### src/rtl/tristate_pwm_qualifier_pkg.sv
package tristate_pwm_qualifier_pkg;
   typedef enum logic [1:0] {
      CMD_IDLE = 2'b00,
      CMD_HIGH = 2'b01,
      CMD_LOW  = 2'b10,
      CMD_TRI  = 2'b11
   } bridge_cmd_e;

   typedef enum logic [1:0] {
      LVL_MID  = 2'b00,
      LVL_HIGH = 2'b01,
      LVL_LOW  = 2'b10
   } pin_level_e;

   function automatic pin_level_e decode_level(input logic above, input logic below);
      case ({above, below})
         2'b10:   return LVL_HIGH;
         2'b01:   return LVL_LOW;
         default: return LVL_MID;   // both clear or illegal both set
      endcase
   endfunction
endpackage

### src/rtl/tpq_sync.sv
module tpq_sync #(
   parameter int WIDTH  = 2,
   parameter int STAGES = 2
) (
   input  logic             clk,
   input  logic             rst_n,
   input  logic [WIDTH-1:0] d_i,
   output logic [WIDTH-1:0] q_o
);
   if (STAGES < 2) begin : g_bad_stages
      $error("tpq_sync: STAGES must be at least 2");
   end

   logic [WIDTH-1:0] stg [STAGES];

   for (genvar i = 0; i < STAGES; i++) begin : g_stage
      if (i == 0) begin : g_first
         always_ff @(posedge clk or negedge rst_n) begin
            if (!rst_n) stg[i] <= '0;
            else        stg[i] <= d_i;
         end
      end else begin : g_next
         always_ff @(posedge clk or negedge rst_n) begin
            if (!rst_n) stg[i] <= '0;
            else        stg[i] <= stg[i-1];
         end
      end
   end

   assign q_o = stg[STAGES-1];
endmodule

### src/rtl/tpq_mid_timer.sv
module tpq_mid_timer #(
   parameter int TRI_CYCLES = 10
) (
   input  logic clk,
   input  logic rst_n,
   input  logic clr_i,
   input  logic is_mid_i,
   output logic accept_o
);
   if (TRI_CYCLES < 2) begin : g_bad_window
      $error("tpq_mid_timer: TRI_CYCLES must be at least 2");
   end

   localparam int CW = $clog2(TRI_CYCLES);
   localparam logic [CW-1:0] LAST = CW'(TRI_CYCLES - 1);

   logic [CW-1:0] cnt;

   always_ff @(posedge clk or negedge rst_n) begin
      if (!rst_n)                 cnt <= '0;
      else if (clr_i || !is_mid_i) cnt <= '0;
      else if (cnt != LAST)       cnt <= cnt + 1'b1;
   end

   assign accept_o = is_mid_i && !clr_i && (cnt == LAST);

   // acceptance needs the previous sample to have been mid as well
   a_r5_window_unbroken: assert property (@(posedge clk) disable iff (!rst_n)
      accept_o |-> $past(is_mid_i) && !$past(clr_i));

   // a disabled cycle leaves the count at zero
   a_r9_clear_holds: assert property (@(posedge clk) disable iff (!rst_n)
      clr_i |=> !accept_o || cnt == '0);
endmodule

### src/rtl/tristate_pwm_qualifier.sv
module tristate_pwm_qualifier
   import tristate_pwm_qualifier_pkg::*;
#(
   parameter int SYNC_STAGES = 2,
   parameter int TRI_CYCLES  = 10,
   parameter int MIN_PULSE   = 4
) (
   input  logic       clk,
   input  logic       rst_n,
   input  logic       en,
   input  logic       hi_flag_i,
   input  logic       lo_flag_i,
   output logic [1:0] cmd_o,
   output logic       cmd_chg_o
);
   if (MIN_PULSE < 1) begin : g_bad_pulse
      $error("tristate_pwm_qualifier: MIN_PULSE must be at least 1");
   end

   logic [1:0]  flags_s;
   pin_level_e  level;
   logic        tri_ok;
   logic        hold_ok;
   bridge_cmd_e cmd_q, cmd_d;
   logic        chg_q;

   tpq_sync #(.WIDTH(2), .STAGES(SYNC_STAGES)) u_sync (
      .clk   (clk),
      .rst_n (rst_n),
      .d_i   ({hi_flag_i, lo_flag_i}),
      .q_o   (flags_s)
   );

   assign level = decode_level(flags_s[1], flags_s[0]);

   tpq_mid_timer #(.TRI_CYCLES(TRI_CYCLES)) u_mid (
      .clk      (clk),
      .rst_n    (rst_n),
      .clr_i    (!en),
      .is_mid_i (level == LVL_MID),
      .accept_o (tri_ok)
   );

   // minimum-width gate: variant chosen by parameter
   if (MIN_PULSE > 1) begin : g_hold
      localparam int HW = $clog2(MIN_PULSE);
      localparam logic [HW-1:0] HOLD_MAX = HW'(MIN_PULSE - 1);
      logic [HW-1:0] age;

      always_ff @(posedge clk or negedge rst_n) begin
         if (!rst_n)              age <= '0;
         else if (cmd_d != cmd_q) age <= '0;
         else if (age != HOLD_MAX) age <= age + 1'b1;
      end

      assign hold_ok = (age == HOLD_MAX);

      // level reversal only after the command has aged MIN_PULSE cycles
      a_r6_min_width: assert property (@(posedge clk) disable iff (!rst_n)
         (($past(cmd_q) == CMD_HIGH && cmd_q == CMD_LOW) ||
          ($past(cmd_q) == CMD_LOW  && cmd_q == CMD_HIGH)) |-> $past(age) == HOLD_MAX);
   end else begin : g_no_hold
      assign hold_ok = 1'b1;
   end

   always_comb begin
      cmd_d = cmd_q;
      if (!en) begin
         cmd_d = CMD_IDLE;
      end else begin
         case (level)
            LVL_HIGH: if (cmd_q != CMD_LOW  || hold_ok) cmd_d = CMD_HIGH;
            LVL_LOW:  if (cmd_q != CMD_HIGH || hold_ok) cmd_d = CMD_LOW;
            default:  if (tri_ok) cmd_d = CMD_TRI;
         endcase
      end
   end

   always_ff @(posedge clk or negedge rst_n) begin
      if (!rst_n) begin
         cmd_q <= CMD_IDLE;
         chg_q <= 1'b0;
      end else begin
         cmd_q <= cmd_d;
         chg_q <= (cmd_d != cmd_q);
      end
   end

   assign cmd_o     = cmd_q;
   assign cmd_chg_o = chg_q;

   // strobe and command change coincide
   a_r8_strobe_marks_change: assert property (@(posedge clk) disable iff (!rst_n)
      cmd_chg_o |-> cmd_o != $past(cmd_o));
   a_r8_change_has_strobe: assert property (@(posedge clk) disable iff (!rst_n)
      cmd_o != $past(cmd_o) |-> cmd_chg_o);

   // disabled means idle on the next edge
   a_r9_idle_when_off: assert property (@(posedge clk) disable iff (!rst_n)
      !en |=> cmd_o == CMD_IDLE);

   // diode emulation is entered only from a qualified mid sample
   a_r3_tri_from_mid: assert property (@(posedge clk) disable iff (!rst_n)
      (cmd_o == CMD_TRI && $past(cmd_o) != CMD_TRI) |-> $past(level) == LVL_MID && $past(en));

   // once enabled and active, the command never falls back to idle
   a_r7_no_idle_while_on: assert property (@(posedge clk) disable iff (!rst_n)
      (en && cmd_o != CMD_IDLE) |=> (cmd_o != CMD_IDLE) || !$past(en));
endmodule

### config.mk
export PLATFORM = sky130hd
export DESIGN_NAME = tristate_pwm_qualifier
export DESIGN_NICKNAME = d
export VERILOG_FILES = /design/src/rtl/tristate_pwm_qualifier_pkg.sv /design/src/rtl/tpq_sync.sv /design/src/rtl/tpq_mid_timer.sv /design/src/rtl/tristate_pwm_qualifier.sv
export SDC_FILE = /design/constraint.sdc
export NUM_CORES = 1
export LEC_CHECK = 0
export BUFFER_PORTS_ARGS = -buffer_cell sky130_fd_sc_hd__buf_2
export CAP_MARGIN = 40
export CORE_AREA = 10 10 47 49
export DETAILED_ROUTE_END_ITERATION = 16
export DIE_AREA = 0 0 57 59
export GPL_ROUTABILITY_DRIVEN = 0
export GPL_TIMING_DRIVEN = 0
export PLACE_DENSITY_LB_ADDON = 0.25
export SLEW_MARGIN = 20
export SYNTH_ARGS = -nofsm -noshare
export SYNTH_HDL_FRONTEND = slang
export SYNTH_SLANG_ARGS = --single-unit
### constraint.sdc
create_clock -name clk -period 2.1 [get_ports clk]
set_input_delay 0.105 -clock clk [delete_from_list [all_inputs] [get_ports clk]]
set_output_delay 0.105 -clock clk [all_outputs]
set_load 0.02 [all_outputs]
# After elaboration in Yosys (flattened, before gate mapping)
# Cells that the tools add are included.
dict set report totals {
  word_cells 39
  out_inout_bits 3
  regBits 13
  in_bits 5
}
dict set report classes {
  n_mux 10
  reduce_logical 10
  add_sub_neg 2
  n_eq_ne 11
}
# op count
set ops {}
lappend ops {{2-bit 2-to-1 mux} 6}
lappend ops {{4-bit 2-to-1 mux} 2}
lappend ops {{2-bit one-hot mux with 2 select lines} 2}
lappend ops {{2-bit equality test (second input constant)} 3}
lappend ops {{4-bit by 1-bit adder with 4-bit output (second input constant)} 1}
lappend ops {{2-bit by 1-bit equality test with 1-bit output (second input constant)} 2}
lappend ops {{4-bit equality test (second input constant)} 1}
lappend ops {{2-bit != test (second input constant)} 2}
lappend ops {{4-bit != test (second input constant)} 1}
lappend ops {{2-bit nonzero test} 2}
lappend ops {{1-bit logical OR} 3}
lappend ops {{2-bit by 1-bit adder with 2-bit output (second input constant)} 1}
lappend ops {{1-bit logical AND} 2}
lappend ops {{1-bit zero test} 2}
lappend ops {{2-bit zero test} 1}
lappend ops {{2-bit by 1-bit != test with 1-bit output (second input constant)} 1}
lappend ops {{2-bit != test} 1}

# Longest topological paths before layout
# Gate-level depths: netlist (run 1).
dict set report depth {
  ltp_word 10
  depth_mapped 7
  mapped_depth_nobuf 6
}

# Modules after synthesis
# Synthesis (run 1) repeated with hierarchy kept, for this count alone.
dict set report hier_totals {
  cells_unflattened 66
  hier_area_um2 719.4
}
# module area_each_um2 seq_area_each_um2 n_inst cells_each
set by_module_without_submodules {}
lappend by_module_without_submodules {tristate_pwm_qualifier 364.1 125.1 1 38}
lappend by_module_without_submodules {tpq_mid_timer 240.2 100.1 1 22}
lappend by_module_without_submodules {tpq_sync 115.1 100.1 1 6}

# Least setup slack after synthesis (run 1)
# OpenSTA, ideal clock, no wires.
dict set report synth_path {
  kind {register -> register}
  from {reg g_hold.age[0]}
  to {reg chg_q, in the netlist cmd_chg_o}
  n_path_buf 1
  path_stages_with_launch 7
  arrival_time_ns 1.472
  period_less_slack_ns 1.596
  setup_slack_ns 0.504
  setup_ns 0.124
  t_required_ns 1.976
  cell_sequence {dfrtp_1 -> ha_1 -> buf_6 -> nor3b_1 -> nor4_1 -> a311o_1 -> or2_1}
}
dict set report synth_via {
  elab_chain_cells 6
  elab_cells_between_ends 8
  classes_between {eq/ne (2); mux (4); reduce/logical (2)}
}
# element line
set synth_lines {}
lappend synth_lines {{start, declared} tristate_pwm_qualifier.sv:48} ;# logic [HW-1:0] age;
lappend synth_lines {{start signal, assigned} tristate_pwm_qualifier.sv:53} ;# else if (age != HOLD_MAX) age <= age + 1'b1;
lappend synth_lines {{2-bit equality test (*)} tristate_pwm_qualifier.sv:56} ;# assign hold_ok = (age == HOLD_MAX);
lappend synth_lines {{1-bit logical OR (on tied branches)} {tristate_pwm_qualifier.sv:73, tristate_pwm_qualifier.sv:72}}
lappend synth_lines {{2-bit 2-to-1 mux (on tied branches)} {tristate_pwm_qualifier.sv:73, tristate_pwm_qualifier.sv:72}}
lappend synth_lines {{2-bit one-hot mux with 2 select lines (*)} tristate_pwm_qualifier.sv:71} ;# case (level)
lappend synth_lines {{2-bit 2-to-1 mux (*)} tristate_pwm_qualifier.sv:68} ;# if (!en) begin
lappend synth_lines {{2-bit != test (*)} tristate_pwm_qualifier.sv:85} ;# chg_q <= (cmd_d != cmd_q);
lappend synth_lines {{end signal, assigned} tristate_pwm_qualifier.sv:85}
lappend synth_lines {{end, declared} tristate_pwm_qualifier.sv:25} ;# logic chg_q;
# Every way passes the cells marked *; elsewhere a longest branch is shown, timed or not.
# A chain may end at the register's enable or synchronous reset.

# Worst setup path in the final report (run 1)
dict set report layout_path {
  from {reg u_sync.stg (netlist bit u_sync.q_o[0])}
  to {reg chg_q, in the netlist cmd_chg_o}
}
dict set report layout_via {
  elab_chain_cells 9
  elab_cells_between_ends 12
  classes_between {eq/ne (5); mux (4); reduce/logical (3)}
}
# element line
set layout_lines {}
lappend layout_lines {{start, declared} tpq_sync.sv:14} ;# logic [WIDTH-1:0] stg [STAGES];
lappend layout_lines {{start signal, assigned by index} tpq_sync.sv:25} ;# else stg[i] <= stg[i-1];
lappend layout_lines {{2-bit by 1-bit equality test with 1-bit output / 2-bit equality test (equally long branches)} tristate_pwm_qualifier_pkg.sv:16} ;# case ({above, below})
lappend layout_lines {{2-bit one-hot mux with 2 select lines (*)} tristate_pwm_qualifier_pkg.sv:16}
lappend layout_lines {{2-bit zero test} tristate_pwm_qualifier.sv:40} ;# .is_mid_i (level == LVL_MID),
lappend layout_lines {{1-bit logical AND (2 in series)} tpq_mid_timer.sv:25} ;# assign accept_o = is_mid_i && !clr_i && (cnt == LAST);
lappend layout_lines {{2-bit 2-to-1 mux} tristate_pwm_qualifier.sv:74} ;# default: if (tri_ok) cmd_d = CMD_TRI;
lappend layout_lines {{2-bit one-hot mux with 2 select lines (*)} tristate_pwm_qualifier.sv:71}
lappend layout_lines {{2-bit 2-to-1 mux (*)} tristate_pwm_qualifier.sv:68}
lappend layout_lines {{2-bit != test (*)} tristate_pwm_qualifier.sv:85}
# Marked as above.

==> results.ini, run 1 <==
[worst_setup_path]
r2r-end = cmd_chg_o
worstSetupPathType = reg2reg
regToRegStartpoint = u_sync.q_o[0]
crit_chain = inv_1 > ha_1 > buf_2 > nand4bb_1 > a21oi_1 > a311o_1 > or2_1
slowest_delay_ns = 0.35
startpoint_type = register
critPathArrivalTime_ns = 1.87
r2r_slack_ns = 0.39
rr_worst_depth = 7
crit_required_ns = 2.26
path_max_fanout = 9
slowest_stage = dfrtp_1
endpoint_kind = register

[timing]
finalCritPeriodShare_pct = 81.2
tns_ns = 0
final_hold_viol_count = 0
rsz0062_at_grt = no
fmax_mhz = 586
hold_slack_ns = 0.101
maxSlewViolCount = 0
final.min_clock_period_ns = 1.71
setup_viol = 0
timing.slew.headroom_pct = 81.4
skew_ns = 0.00358
worst-slew-pin-transition_ns = 0.279

[cts]
clock_latency_ns = 0.27
path_clk_slew_ns = 0.08
cts_buffers = 3
postCtsSetupBuffers = 0
root_buffer = clkbuf_4
h-tree-depth = 1
cts_sinks = 13
cts_tree = yes
cts_buffer_depth = 2

[yosys]
synth-edff-count = 0
yosysSeqAreaShare_pct = 46.8
async_flop_share_pct = 100
yosys_warnings = 0
synthFlopType = dfrtp_1
syn_area_um2 = 696
synth.net_count = 76
synth_top_area_share_pct = 46.8
synth_top_area_cell = dfrtp_1
synthMostInstantiatedCell = dfrtp_1
synthTopCellsByCount = 13 x dfrtp_1, 6 x inv_1, 5 x ha_1, 5 x nor2_1, 4 x a21oi_1
syn-mean-instance-area_um2 = 10.5
yosys-top-cells-area = dfrtp_1 47%, ha_1 9.0%, a211oi_1 3.2%
ys_ff_latch = 13
synth.distinct_cells = 26
syn_inst = 66

[cells_and_area]
fin_area_um2 = 807
drive_above_1_share_pct = 17.5
finalNonFillerCells = 96
fin_nets = 91
fill_cells = 124
syn2layout_area_growth_pct = 16.0
n_antenna_cell = 0

[floorplanning]
rows = 14
die_h_um = 59
coreArea_um2 = 1400
io-pin-count = 8
die_w_um = 57
start_util_pct = 49.6
die_area_um2 = 3360

[route]
viasPerCell = 5.39
drc_errors = 0
via_count = 517
drtPass1Iterations = 4
final_antenna_net_count = 0
avgRoutedWirePerCell_um = 12.3
dr.first_iter.drc_count = 7
wirelength_um = 1180

[worst_hold_path]
hold_path_class = in2reg
min_from = en
min_to = cmd_o[1]
holdPathStages = 3

[global_route]
grt_usage_pct = 7.17
grt-ovfl-total = 0
grt_pass1_vias = 516
grt_max_degree = 14
antenna_found_initial = 0
grt_pass1_wl_um = 1990

[placement]
dpl_cell_area_um2 = 751
io_buffers = 7
dp_cells = 89

[power]
peakVddDrop_v = 0.000429
powerDensity_nw_per_um2 = 762
p_leak_nw = 0.376

[status]
run_status = complete, no violations

[flow_run]
drv_cap = 0

registers in the layout, summed over array words and instances, names as in the netlist:
name	flops
u_mid.cnt	4
g_hold.age	2
u_sync.stg	2
cmd_o	2
u_sync.q_o	2
cmd_chg_o	1
cell usage in the layout (no fill, tap or decap), types with 2 or more instances in the layout:
| master | n |
|---|---|
| inv_1 | 6 |
| a211oi_1 | 3 |
| a21oi_1 | 4 |
| nor3b_1 | 2 |
| nand3_1 | 2 |
| buf_2 | 8 |
| nand2_1 | 3 |
| clkbuf_4 | 3 |
| ha_1 | 5 |
| xor2_1 | 2 |
| dlygate4sd3_1 | 3 |
| nor3_1 | 3 |
| nand3b_1 | 2 |
| a311o_1 | 2 |
| buf_6 | 2 |
| nor2_1 | 5 |
| dfrtp_1 | 13 |
report_power, final:
part | total [mW] | switching [mW] | internal [mW]
sequential | 0.303 | 0.0217 | 0.281
combinational | 0.163 | 0.0875 | 0.0753
clock | 0.150 | 0.0763 | 0.0735
total | 0.615 | 0.186 | 0.430
worst max-delay path, delay by kind of cell, from the launching register on:
family,cells,cell delay [ns]
AND/OR/NAND/NOR,2,0.38
flip-flops,1,0.35
AO/OA/AOI/OAI,2,0.37
buffers and inverters,2,0.23
adder cells (fa/ha/maj),1,0.26
layout make-up:
class	count	area (µm²)	share of cell area [%]
inverter	6	22.5	2.79
tap	16	20.0	2.48
clock buffer	4	26.3	3.26
sequential	13	325	40.3
timing repair buffer	10	65.1	8.06
multi-input combinational	44	320	39.7
buffer	3	27.5	3.41
layer usage:
metal	global-route usage, %	vias to the layer above	part of all wire, %
met5	0	-	0
met1	6.87	248	43
met4	3.69	0	0
met3	3.22	0	4.8
met2	12.7	7	52
li1	-	262	-
worst max path at each step:
stage,to,startpoint
after global placement,cmd_chg_o,u_sync.q_o[1]
final,cmd_chg_o,u_sync.q_o[0]
after CTS,cmd_chg_o,u_sync.q_o[0]
after floorplan,cmd_chg_o,g_hold.age[0]
after global routing,cmd_chg_o,u_sync.q_o[0]
after detailed placement,cmd_chg_o,u_sync.q_o[0]
kinds of logic (layout without fill, tap and decap cells):
group | Yosys count | in the layout | synth area share [%]
AND/OR/NAND/NOR | 22 | 22 | 18.7
AO/OA/AOI/OAI | 13 | 13 | 13.1
flip-flops | 13 | 13 | 46.8
buffers and inverters | 9 | 23 | 7.19
adder cells (fa/ha/maj) | 5 | 5 | 8.99
XOR/XNOR | 3 | 3 | 3.78
multiplexers | 1 | 1 | 1.44
per-stage QoR:
stage / setup slack [ns] / utilization (%) / total power, mW
detailed placement: 0.398 / 53.6 / 0.466
CTS: 0.394 / 57.6 / 0.625
floorplan: 0.504 / - / 0.425
global route: 0.298 / 57.6 / 0.654
finish: 0.394 / 57.6 / 0.615
global placement: 0.412 / 53.6 / 0.461
what timing repair did:
| action | 4_1_cts | 5_1_grt |
|---|---|---|
| gates resized for setup | 0 | 0 |
| hold endpoints to repair | 15 | 0 |
| setup endpoints to repair | 0 | 0 |
| hold buffers | 3 | 0 |
Power figures use the tool's default switching activity.
==> run 2, diff against run 1 <==
ABC_AREA = 1   (was default)
clock period = 1.7 ns   (was 2.1 ns; I/O delays follow)
==> results.ini, run 2 <==
[status]
run_status = complete, no violations

[cells_and_area]
syn2layout_area_growth_pct = 16.8
drive_above_1_share_pct = 28.7
largest-register = u_mid.cnt
fin_nets = 91
fin_area_um2 = 776
largest_reg_flops = 4
final_common_cell = dfrtp_1
n_antenna_cell = 0
layout_common_cells = 13 x dfrtp_1, 9 x nand2_1, 8 x inv_1, 7 x buf_2, 6 x nand3_1

[route]
drtPass1Iterations = 3
via_count = 486
viasPerCell = 5.06
wirelength_um = 1110
final_antenna_net_count = 0
drc_errors = 0
dr.first_iter.drc_count = 5
avgRoutedWirePerCell_um = 11.5

[global_route]
grt_max_degree = 14
antenna_found_initial = 0
grt_pass1_wl_um = 1950
grt_pass1_vias = 504
grt-ovfl-total = 0
grt_usage_pct = 7.53

[timing]
fmax_mhz = 665
tns_ns = 0
setup_viol = 0
skew_ns = 0.00340
maxSlewViolCount = 0
rsz0062_at_grt = no
timing.slew.headroom_pct = 81.7
hold_slack_ns = 0.101
finalCritPeriodShare_pct = 88.4
final_hold_viol_count = 0
final.min_clock_period_ns = 1.50
worst-slew-pin-transition_ns = 0.274

[cts]
cts_tree = yes
root_buffer = clkbuf_4
cts_buffers = 3
cts_sinks = 13
cts_buffer_depth = 2
path_clk_slew_ns = 0.08
h-tree-depth = 1
clock_latency_ns = 0.28
post_cts_resized = 0

[worst_setup_path]
endpoint_kind = register
critPathArrivalTime_ns = 1.72
path_delay_family = simple AND/OR/NAND/NOR gates
path_max_fanout = 4
slowest_delay_ns = 0.35
crit_chain = inv_1 > ha_1 > nand2_1 > clkinv_2 > nand4_4 > nand2_1 > nand2_1 > nand2_1 > nand2_2 > nand2_4 > nor2_2
startpoint_type = register
slowest_stage = dfrtp_1
worst-path-buf-inv = 2
crit_required_ns = 1.91
worstSetupPathType = reg2reg
rr_worst_depth = 11
crit_top_cell = nand2_1
worst-path-stages = 11

[floorplanning]
rows = 14
die_h_um = 59
io-pin-count = 8
start_util_pct = 47.4
die_area_um2 = 3360
die_w_um = 57
coreArea_um2 = 1400

[yosys]
yosys-top-cells-area = dfrtp_1 49%, ha_1 9.4%, nand2_1 5.1%
yosysSeqAreaShare_pct = 49.0
ys_ff_latch = 13
synth.net_count = 76
async_flop_share_pct = 100
syn_area_um2 = 664
synth_top_area_share_pct = 49.0
synthFlopType = dfrtp_1
synth-edff-count = 0
yosys_warnings = 0
syn-mean-instance-area_um2 = 10.1
syn_inst = 66
synthTopCellsByCount = 13 x dfrtp_1, 9 x nand2_1, 8 x inv_1
synth_top_area_cell = dfrtp_1
synthMostInstantiatedCell = dfrtp_1
synth.distinct_cells = 19

[placement]
dpl.hpwl_um = 859
dpl_cell_area_um2 = 719
io_buffers = 7

[power]
powerDensity_nw_per_um2 = 995
p_leak_nw = 0.397
peakVddDrop_v = 0.000687

[worst_hold_path]
hold_path_class = in2reg
holdPathStages = 3

[flow_run]
drv_cap = 0

run 2: cell families after synthesis:
logic type / count (synthesis) / synth area share (%)
AO/OA/AOI/OAI: 3 / 2.45
XOR/XNOR: 3 / 3.96
adder cells (fa/ha/maj): 5 / 9.42
buffers and inverters: 12 / 6.97
flip-flops: 13 / 49.0
multiplexers: 2 / 3.01
AND/OR/NAND/NOR: 28 / 25.2
run 2: report_power, final:
part	internal (mW)	switching, mW	total (mW)
clock	0.0911	0.0992	0.190
combinational	0.0841	0.120	0.204
sequential	0.350	0.0281	0.378
run 2: through the flow:
step           power [mW]  cells  util (%)  setup WS, ns
6_report            0.772     96      55.4         0.197
5_1_grt             0.830     96      55.4        0.0230
3_3_place_gp        0.574     89      51.3         0.220
3_5_place_dp        0.584     89      51.3         0.181
2_1_floorplan       0.534     66         -         0.315
4_1_cts             0.786     96      55.4         0.166
run 2: final timing paths:
path	startpoint	to	slack, ns
worst max-delay path	u_sync.q_o[0]	g_hold.age[1]	0.20
worst max register to register	u_sync.q_o[0]	g_hold.age[1]	0.20
worst min-delay path	en	u_mid.cnt[3]	0.10
min in group asynchronous	rst_n	u_sync.q_o[0]	0.21
worst min register to register	u_sync.stg[2]	u_sync.q_o[0]	0.35
max in group asynchronous	rst_n	g_hold.age[1]	1.28
run 2: repair_timing:
item                                   in CTS  in global routing
endpoints found under the hold margin      15                  0
buffers inserted                            0                  0
hold buffers                                3                  0
run 2: routing by layer:
layer  up-vias  wire length, µm  track usage (%)
met1       233              458             6.91
li1        239                -                -
met2         9              517             12.1
met3         5               82             3.65
met5         -                0                0
met4         0               48             7.05
run 2: cell type report:
class / count / area [µm²]
flip-flops and latches: 13 / 325
multi-input cells: 41 / 293
inverters: 12 / 46.3
repair buffers: 10 / 65.1
clock buffers: 4 / 26.3
well taps: 16 / 20.0
fillers: 130 / 626
run 2: worst register-to-register path, delay by kind of cell, from the launching register on:
family / cells / cell delay (ns)
flip-flops: 1 / 0.35
buffers and inverters: 2 / 0.13
AND/OR/NAND/NOR: 8 / 0.66
adder cells (fa/ha/maj): 1 / 0.30
==> run 3, diff against run 2 <==
SYNTH_HIERARCHICAL = 1   (was default)
==> results.ini, run 3 <==
[status]
run_status = complete, no violations

[timing]
worst-slew-pin-transition_ns = 0.288
final.min_clock_period_ns = 1.57
final_hold_viol_count = 0
skew_ns = 0.000375
setup_slack_ns = 0.135
setup_viol = 0
fmax_mhz = 639
timing.slew.headroom_pct = 80.8
finalCritPeriodShare_pct = 92.1
tns_ns = 0
maxSlewViolCount = 0
hold_slack_ns = 0.145

[power]
powerDensity_nw_per_um2 = 897
p_leak_nw = 0.441
power_uw = 757
peakVddDrop_v = 0.000481

[global_route]
grt_use_met3_pct = 3.43
grt.met2_usage_pct = 12.7
grt_pass1_wl_um = 2010
grt_max_degree = 14
met1_usage_pct = 7.35
grt-ovfl-total = 0
grt_usage_pct = 7.43
grt_pass1_vias = 516
busiest_layer = met2
antenna_found_initial = 0

[worst_setup_path]
rr_worst_depth = 10
r2r_slack_ns = 0.13
crit_required_ns = 1.87
worstSetupPathType = reg2reg
r2r-end = g_hold.age[1]
startpoint_type = register
endpoint_kind = register
crit_path_end = g_hold.age[1]
regToRegStartpoint = u_sync/q_o[1]
path_max_fanout = 3
startpoint = u_sync/q_o[1]
critPathArrivalTime_ns = 1.74

[route]
wirelength_um = 1220
drc_errors = 0
avgRoutedWirePerCell_um = 11.3
final_antenna_net_count = 0
dr.first_iter.drc_count = 8
viasPerCell = 4.81
drtPass1Iterations = 4
via_count = 520

[cells_and_area]
layout_common_cells = 14 x nand2_1, 13 x dfrtp_1, 9 x inv_1, 7 x buf_2, 6 x nand3_1
largest-register = u_mid/cnt
n_antenna_cell = 0
fill_cells = 121
final_common_cell = nand2_1
largest_reg_flops = 4
finalNonFillerCells = 108
fin_util_pct = 60.3
fin_nets = 103
syn2layout_area_growth_pct = 23.0
fin_area_um2 = 845
regArea_um2 = 325
multi_input_area_um2 = 322
drive_above_1_share_pct = 31.5

[yosys]
synthMostInstantiatedCell = nand2_1
syn_area_um2 = 687
yosys-mux-area-fraction_pct = 1.46
synth.net_count = 86
yosys-top-cells-area = dfrtp_1 47%, ha_1 9.1%, nand2_1 7.7%
ys_ff_latch = 13
yosys_warnings = 6
synthTopCellsByCount = 14 x nand2_1, 13 x dfrtp_1, 11 x inv_1
synthSimpleGateAreaFrac_pct = 27.7
synth-edff-count = 0
syn_inst = 76
synthFlopType = dfrtp_1
syn-mean-instance-area_um2 = 9.04
synth_compound_area_share_pct = 1.46
yosysSeqAreaShare_pct = 47.4
synth_xor_area_share_pct = 2.55
synth_fa_ha_area_share_pct = 9.11
synth_top_area_cell = dfrtp_1
synth.distinct_cells = 19
synth_top_family_by_area = simple AND/OR/NAND/NOR gates
synth_top_area_share_pct = 47.4
async_flop_share_pct = 100

[flow_run]
drv_cap = 0

[floorplanning]
die_area_um2 = 3360
die_h_um = 59
io-pin-count = 8
coreArea_um2 = 1400
start_util_pct = 49.0
rows = 14
die_w_um = 57

[cts]
clock_latency_ns = 0.28
cts_buffers = 3
root_buffer = clkbuf_4
cts_tree = yes
cts_sinks = 13
cts_buffer_depth = 2
path_clk_slew_ns = 0.08
h-tree-depth = 1

[placement]
dpl_cell_area_um2 = 742
place_ws_ns = 0.00167
dp_cells = 99
io_buffers = 7

[worst_hold_path]
hold_path_class = in2reg

-- run 3: worst min path at each step --
stage          depth (start not counted)  slack, ns  startpoint   endpoint
2_1_floorplan                          0      -0.21       rst_n  cmd_chg_o
3_3_place_gp                           1      -0.01       rst_n   cmd_o[0]
3_5_place_dp                           1      -0.01       rst_n   cmd_o[0]
4_1_cts                                4       0.14          en  cmd_chg_o
5_1_grt                                4       0.16          en  cmd_chg_o
6_report                               4       0.15          en  cmd_chg_o
-- run 3: cell type report --
cell class / instances / area share [%]
sequential: 13 / 38.5
multi-input combinational: 46 / 38.1
timing repair buffer: 14 / 11.3
inverter: 15 / 6.67
clock buffer: 4 / 3.11
tap: 16 / 2.37
-- run 3: cell families (layout without fill, tap and decap cells) --
| group | after synthesis | count (layout) |
|---|---|---|
| flops | 13 | 13 |
| compound gates | 2 | 2 |
| buf+inv | 17 | 33 |
| xor+xnor | 2 | 2 |
| simple gates | 36 | 36 |
| mux | 1 | 1 |
| fa+ha+maj | 5 | 5 |
-- run 3: repair_timing --
| action | CTS | global route |
|---|---|---|
| hold buffers | 3 | 0 |
| gates resized for setup | 1 | 7 |
| pin swaps | 1 | 7 |
| buffers inserted | 0 | 4 |
| setup endpoints to repair | 2 | 3 |
| hold endpoints to repair | 15 | 0 |
-- run 3: metal layers --
metal  wire length (µm)  share of wire, %  vias up
met5                  0                 0        -
met4                 23               1.9        0
met3                 63               5.2        2
met2                590                48        7
met1                543                44      247
li1                   -                 -      264
-- run 3: power breakdown --
group | switching (mW) | internal (mW) | total [mW] | leakage [nW]
clock | 0.102 | 0.0910 | 0.193 | 0.0150
combinational | 0.107 | 0.0827 | 0.190 | 0.261
sequential | 0.0276 | 0.347 | 0.374 | 0.165
-- run 3: critical path, cell delays in order, from the launching register on --
cell and delay (ns):
dfrtp_1 0.42, ha_4 0.30, clkinv_1 0.16, nor2_4 0.17, a21oi_2 0.07, nand2_1 0.07, nand2_1 0.05, nand2_1 0.06
inv_1 0.04, nand2_2 0.08, nor2_1 0.05
